==> src/rtl/attn_seq_pkg.sv <==
package attn_seq_pkg;

  typedef enum logic [2:0] {
    ST_IDLE,
    ST_MASK,
    ST_WAIT_RDY,
    ST_ATTN,
    ST_UNMASK,
    ST_WORD,
    ST_WAIT_ACC
  } seq_state_e;

  typedef enum logic [1:0] {
    SEL_CTRL = 2'd0,
    SEL_ATTN = 2'd1,
    SEL_CMD  = 2'd2
  } reg_sel_e;

endpackage

==> src/rtl/seq_poll_timer.sv <==
module seq_poll_timer #(
  parameter int DLY_W     = 8,
  parameter int MAX_POLLS = 10000
) (
  input  logic             clk,
  input  logic             rst_n,
  input  logic             load,
  input  logic             run,
  input  logic             retry,
  input  logic [DLY_W-1:0] dly,
  output logic             chk,
  output logic             last
);
  localparam int TRY_W = $clog2(MAX_POLLS + 1);

  logic [DLY_W-1:0] dcnt_q, dcnt_n;
  logic [TRY_W-1:0] tries_q, tries_n;

  always_comb begin
    dcnt_n  = dcnt_q;
    tries_n = tries_q;
    if (load) begin
      dcnt_n  = dly;
      tries_n = '0;
    end else if (run) begin
      if (dcnt_q != '0) begin
        dcnt_n = dcnt_q - 1'b1;
      end else if (retry) begin
        dcnt_n  = dly;
        tries_n = tries_q + 1'b1;
      end
    end
  end

  always_ff @(posedge clk or negedge rst_n) begin
    if (!rst_n) begin
      dcnt_q  <= '0;
      tries_q <= '0;
    end else if (load || run) begin
      dcnt_q  <= dcnt_n;
      tries_q <= tries_n;
    end
  end

  assign chk  = run && (dcnt_q == '0);
  assign last = (tries_q == TRY_W'(MAX_POLLS - 1));
endmodule

==> src/rtl/seq_word_fmt.sv <==
module seq_word_fmt (
  input  logic        long_blk,
  input  logic [5:0]  opts,
  input  logic [2:0]  dev,
  input  logic [4:0]  code,
  input  logic [15:0] arg1,
  input  logic [15:0] arg2,
  input  logic [15:0] arg3,
  input  logic [1:0]  idx,
  output logic [15:0] word
);
  logic [15:0] head;

  assign head = {1'b0, long_blk, opts, dev, code};

  always_comb begin
    case (idx)
      2'd0:    word = head;
      2'd1:    word = arg1;
      2'd2:    word = arg2;
      default: word = arg3;
    endcase
  end
endmodule

==> src/rtl/attn_cmd_seq.sv <==
module attn_cmd_seq
  import attn_seq_pkg::*;
#(
  parameter int          DLY_W     = 8,
  parameter int          MAX_POLLS = 10000,
  parameter logic [7:0]  CTRL_IE   = 8'h80
) (
  input  logic             clk,
  input  logic             rst_n,
  input  logic             req_valid,
  input  logic [4:0]       req_attn,
  input  logic [2:0]       req_dev,
  input  logic             req_ack_rst,
  input  logic             req_cmd,
  input  logic             req_long,
  input  logic [5:0]       req_opts,
  input  logic [4:0]       req_code,
  input  logic [15:0]      req_arg1,
  input  logic [15:0]      req_arg2,
  input  logic [15:0]      req_arg3,
  input  logic             poll_mode,
  input  logic [DLY_W-1:0] dly_polled,
  input  logic [DLY_W-1:0] dly_irq,
  input  logic             adp_busy,
  input  logic             adp_cif_full,
  output logic             reg_wr,
  output logic [1:0]       reg_sel,
  output logic [15:0]      reg_wdata,
  output logic             seq_busy,
  output logic             seq_done,
  output logic             seq_timeout
);
  seq_state_e st_q, st_n;
  reg_sel_e   sel_c;

  logic [4:0]  l_attn, l_code;
  logic [2:0]  l_dev;
  logic        l_ack, l_cmd, l_long;
  logic [5:0]  l_opts;
  logic [15:0] l_arg1, l_arg2, l_arg3;
  logic [1:0]  idx_q, idx_n;
  logic        done_q, tmo_q;

  logic        lat_en, wr_c, done_set, tmo_set;
  logic [15:0] wdat_c, word_c;
  logic        tload, trun, tretry, tchk, tlast;
  logic [DLY_W-1:0] dly_sel;
  logic [1:0]  last_idx;

  assign dly_sel  = poll_mode ? dly_polled : dly_irq;
  assign last_idx = l_long ? 2'd3 : 2'd1;

  seq_poll_timer #(.DLY_W(DLY_W), .MAX_POLLS(MAX_POLLS)) u_timer (
    .clk(clk), .rst_n(rst_n), .load(tload), .run(trun), .retry(tretry),
    .dly(dly_sel), .chk(tchk), .last(tlast)
  );

  seq_word_fmt u_fmt (
    .long_blk(l_long), .opts(l_opts), .dev(l_dev), .code(l_code),
    .arg1(l_arg1), .arg2(l_arg2), .arg3(l_arg3), .idx(idx_q), .word(word_c)
  );

  always_comb begin
    st_n     = st_q;
    idx_n    = idx_q;
    lat_en   = 1'b0;
    wr_c     = 1'b0;
    sel_c    = SEL_CTRL;
    wdat_c   = '0;
    tload    = 1'b0;
    trun     = 1'b0;
    tretry   = 1'b0;
    done_set = 1'b0;
    tmo_set  = 1'b0;
    case (st_q)
      ST_IDLE: begin
        if (req_valid) begin
          lat_en = 1'b1;
          st_n   = ST_MASK;
        end
      end
      ST_MASK: begin
        wr_c = 1'b1;
        if (l_ack) begin
          st_n = ST_ATTN;
        end else begin
          st_n  = ST_WAIT_RDY;
          tload = 1'b1;
        end
      end
      ST_WAIT_RDY: begin
        trun = 1'b1;
        if (tchk) begin
          if (!adp_busy) begin
            st_n = ST_ATTN;
          end else if (tlast) begin
            st_n    = ST_IDLE;
            tmo_set = 1'b1;
          end else begin
            tretry = 1'b1;
          end
        end
      end
      ST_ATTN: begin
        wr_c   = 1'b1;
        sel_c  = SEL_ATTN;
        wdat_c = {8'h00, l_dev, l_attn};
        st_n   = ST_UNMASK;
      end
      ST_UNMASK: begin
        wr_c   = 1'b1;
        wdat_c = {8'h00, CTRL_IE};
        idx_n  = 2'd0;
        if (l_cmd) begin
          st_n = ST_WORD;
        end else begin
          st_n     = ST_IDLE;
          done_set = 1'b1;
        end
      end
      ST_WORD: begin
        wr_c   = 1'b1;
        sel_c  = SEL_CMD;
        wdat_c = word_c;
        tload  = 1'b1;
        st_n   = ST_WAIT_ACC;
      end
      ST_WAIT_ACC: begin
        trun = 1'b1;
        if (tchk) begin
          if (!adp_cif_full) begin
            if (idx_q == last_idx) begin
              st_n     = ST_IDLE;
              done_set = 1'b1;
            end else begin
              idx_n = idx_q + 1'b1;
              st_n  = ST_WORD;
            end
          end else if (tlast) begin
            st_n    = ST_IDLE;
            tmo_set = 1'b1;
          end else begin
            tretry = 1'b1;
          end
        end
      end
      default: st_n = ST_IDLE;
    endcase
  end

  always_ff @(posedge clk or negedge rst_n) begin
    if (!rst_n) begin
      st_q   <= ST_IDLE;
      idx_q  <= '0;
      done_q <= 1'b0;
      tmo_q  <= 1'b0;
    end else begin
      st_q   <= st_n;
      idx_q  <= idx_n;
      done_q <= done_set;
      tmo_q  <= tmo_set;
    end
  end

  always_ff @(posedge clk or negedge rst_n) begin
    if (!rst_n) begin
      l_attn <= '0; l_dev <= '0; l_ack <= 1'b0; l_cmd <= 1'b0;
      l_long <= 1'b0; l_opts <= '0; l_code <= '0;
      l_arg1 <= '0; l_arg2 <= '0; l_arg3 <= '0;
    end else if (lat_en) begin
      l_attn <= req_attn; l_dev <= req_dev; l_ack <= req_ack_rst;
      l_cmd  <= req_cmd;  l_long <= req_long; l_opts <= req_opts;
      l_code <= req_code; l_arg1 <= req_arg1; l_arg2 <= req_arg2;
      l_arg3 <= req_arg3;
    end
  end

  assign reg_wr      = wr_c;
  assign reg_sel     = sel_c;
  assign reg_wdata   = wdat_c;
  assign seq_busy    = (st_q != ST_IDLE);
  assign seq_done    = done_q;
  assign seq_timeout = tmo_q;
endmodule

==> config.mk <==
export PLATFORM = sky130hd
export DESIGN_NAME = attn_cmd_seq
export DESIGN_NICKNAME = d
export VERILOG_FILES = /design/src/rtl/attn_seq_pkg.sv /design/src/rtl/seq_poll_timer.sv /design/src/rtl/seq_word_fmt.sv /design/src/rtl/attn_cmd_seq.sv
export SDC_FILE = /design/constraint.sdc
export NUM_CORES = 1
export LEC_CHECK = 0
export CAP_MARGIN = 20
export CELL_PAD_IN_SITES_DETAIL_PLACEMENT = 1
export CELL_PAD_IN_SITES_GLOBAL_PLACEMENT = 1
export CORE_AREA = 2 2 109 111
export DETAILED_ROUTE_END_ITERATION = 8
export DIE_AREA = 0 0 111 113
export DONT_BUFFER_PORTS = 1
export PLACE_DENSITY = 0.83
export SLEW_MARGIN = 20
export SYNTH_ARGS = -nofsm -noshare
export SYNTH_HDL_FRONTEND = slang
export SYNTH_SLANG_ARGS = --single-unit
==> constraint.sdc <==
create_clock -name clk -period 2.65 [get_ports clk]
set_clock_uncertainty 0.2 [all_clocks]
set_input_delay 0.1325 -clock clk [delete_from_list [all_inputs] [get_ports clk]]
set_output_delay 0.1325 -clock clk [all_outputs]
set_load 0.01 [all_outputs]
==> impl_metrics.tcl <==
set metrics [dict create \
    status "finished, violations left" \
    violations "hold timing" \
    r2r_setup_slack_ns 0.05 \
    overflow 0 \
    ys_warn_count 0 \
    antenna_found_initial 0 \
    slowest_delay_ns 0.62 \
    firstDrtPassIters 5 \
    synth_top_area_cell "dfrtp_1" \
    synth_compound_area_share_pct 12.87 \
    via_per_inst 5.763 \
    synthMuxAreaShare_pct 18.10 \
    startpoint "idx_q[0]" \
    syn_inst 450 \
    yosysSeqAreaShare_pct 49.77 \
    r2r-start "u_timer.dcnt_q[1]" \
    postRouteAntennaNets 0 \
    area_delta_synth_final_pct 32.76 \
    dieArea_sq_mm 0.01254 \
    grt_pass1_vias 4598 \
    p_leak_nw 2.958 \
    nFillCells 1140 \
    clock_path_buffers 2 \
    tritoncts "done" \
    ys_async_sr_fraction_pct 100.0 \
    syn_area_sq_mm 0.004977 \
    yosys_register_bits 99 \
    die_x_um 111 \
    grt_pass1_wl_um 25340 \
    synthTopCellsByArea "dfrtp_1, mux2_2, nor2_1" \
    path_cells "buf_4 -> ha_4 -> buf_4 -> a222oi_1 -> nor2_1 -> a21oi_1 -> nor2_1" \
    synth.top_cell.area_share_pct 49.77 \
    cts_buffers 9 \
    num_rows 39 \
    yosys.area_share.simple_pct 12.69 \
    fin_crit_ns 2.608 \
    finalNonFillerCells 705 \
    crit_required_ns 2.32 \
    reg2reg_depth 8 \
    drt_wl_total_um 15870 \
    crit_fanout 9 \
    synth.distinct_cells 52 \
    worstSkewPairLatency_ns 0.35 \
    maxCapViolations 0 \
    finalHoldViolCount 99 \
    setup-tns-final_ns 0 \
    dp_hpwl_um 9561 \
    synth_common_cells "dfrtp_1, mux2_2, nor2_1" \
    numPortBuffers 0 \
    multi_input_area_sq_mm 0.002445 \
    synthXorXnorAreaFrac_pct 1.760 \
    synth_top_family_by_area "multiplexers" \
    gp_congestion 0.7907 \
    synthAdderAreaFrac_pct 1.760 \
    cts_hold_buf 86 \
    crit_type "reg -> out" \
    fp.coreArea_sq_mm 0.01127 \
    post-route-util_pct 58.62 \
    peakVddDrop_uv 493.1 \
    grt_max_degree 100 \
    power_density_mw_per_mm2 787.8 \
    final_nets 656 \
    clock-sinks 99 \
    htreeDepth 3 \
    end_kind "output pin" \
    crit_buf_inv 2 \
    hold_ws_ns -0.7334 \
    critPathTopFamily "compound AO/OA/AOI/OAI gates" \
    synth-edff-count 0 \
    drcViolationCount 0 \
    num_vias 4063 \
    synth_flop_cell "dfrtp_1" \
    start_util_pct 44.16 \
    drive_gt1_share_pct 26.33 \
    first_iter_violations 251 \
    grt_usage_pct 25.86 \
    worst_slew_pin_slew_ns 0.7044 \
    max_slew_margin_pct 52.93 \
    diodes 0 \
    num_io_pins 114 \
    die_y_um 113 \
    dpl.cell_count 589 \
    r2r-end "u_timer.tries_q[3]" \
    drv_slew 0 \
    clkTransAtPathRegs_ns 0.07 \
    syn_area_per_cell_sq_um 11.06 \
    wl_per_cell_um 22.51 \
    setup_viol 0 \
    worstHoldPathType "in -> async" \
    fmax_mhz 383.4 \
    startpoint_type "register" \
    synth.most_common_cell "dfrtp_1" \
    ff_latch_area_sq_mm 0.002480 \
    root_buffer "clkbuf_16" \
    syn-num-nets 549 \
    cp_slowest_cell "a222oi_1" \
    cp_data_arrival_time_ns 2.28 \
    period_share_pct 98.42 \
]
-- final cells by class --
class	count	area share [%]
Sequential cell	99	37.53
Multi-Input combinational cell	313	37.00
Timing Repair Buffer	124	17.84
Clock buffer	10	3.617
Tap cell	143	2.708
Clock inverter	6	0.6817
Inverter	10	0.6249
-- sequential cells by signal, summed over array words and instances (netlist names) --
register,cells
u_timer.dcnt_q,8
l_long,1
u_timer.tries_q,14
l_ack,1
idx_q,2
l_arg2,16
seq_timeout,1
l_cmd,1
l_opts,6
l_arg1,16
l_attn,5
seq_done,1
l_code,5
l_dev,3
st_q,3
l_arg3,16
-- timing repair --
action / in CTS / in global routing
endpoints found under the setup margin: 18 / 25
resized for setup: 5 / 21
pin swaps: 4 / 7
setup buffers: 0 / 14
endpoints found under the hold margin: 181 / 99
-- layer usage --
metal  vias up  GRT usage [%]  share of wire [%]
met3        18          7.284                5.3
li1       1856              -                  -
met1      2067          29.02                 39
met4         0          7.500                1.8
met5         -              0                  0
met2       122          48.02                 54
-- kinds of logic (layout without fill, tap and decap cells) --
logic type / Yosys count / after routing
and+or+nand+nor: 124 / 124
DFF: 99 / 99
AOI/OAI and AO/OA: 91 / 91
muxes: 81 / 81
buffers and inverters: 38 / 150
xor gates and xnor gates: 10 / 10
adders and majority gates: 7 / 7
-- layout by cell type, fill, tap and decap left out, drive strengths merged, types with 6 or more instances in the layout --
cell type     n
nor2         50
a222oi       16
mux2i         9
a21oi        28
nand2        27
nor4          6
inv          12
xnor2         7
mux2         72
dfrtp        99
dlygate4sd3  86
clkbuf       10
o21ai        18
nand3         7
ha            7
buf          38
-- report_power, final --
| part | total, mW | switching, mW | internal (mW) | leakage, nW |
|---|---|---|---|---|
| clock network | 1.30 | 0.629 | 0.672 | 0.144 |
| logic | 1.57 | 0.695 | 0.880 | 1.53 |
| registers | 2.33 | 0.347 | 1.98 | 1.28 |
| total | 5.21 | 1.67 | 3.53 | 2.96 |
-- how the worst max path moves through the flow --
| stage | to | slack, ns | depth (start not counted) |
|---|---|---|---|
| after floorplan | u_timer.tries_q[11] | 0.03 | 8 |
| after global placement | u_timer.tries_q[5] | -0.02 | 8 |
| after detailed placement | u_timer.tries_q[5] | -0.13 | 8 |
| after CTS | u_timer.tries_q[9] | -0.0009 | 8 |
| after global routing | reg_wdata[7] | -0.02 | 8 |
| final | reg_wdata[12] | 0.04 | 7 |
-- worst register-to-register path: stages (launching register included) --
cell	delay, ns
dfrtp_1	0.42
inv_2	0.10
ha_4	0.13
or3b_4	0.38
or4_4	0.57
nor3_4	0.32
buf_4	0.17
xnor2_1	0.11
nor2_1	0.06
-- through the flow --
stage          instance area (sq um)  setup WS, ns  hold WS [ns]  total power, mW
2_1_floorplan                   4977       0.03106       -0.3631            3.142
3_3_place_gp                    5249      -0.01686       -0.3596            3.460
3_5_place_dp                    5249       -0.1336       -0.3596            3.597
4_1_cts                         6414    -0.0008749       -0.7465            5.024
5_1_grt                         6608      -0.01515       -0.7553            5.492
6_report                        6608       0.04188       -0.7334            5.205
(Power assumes the default switching activity.)
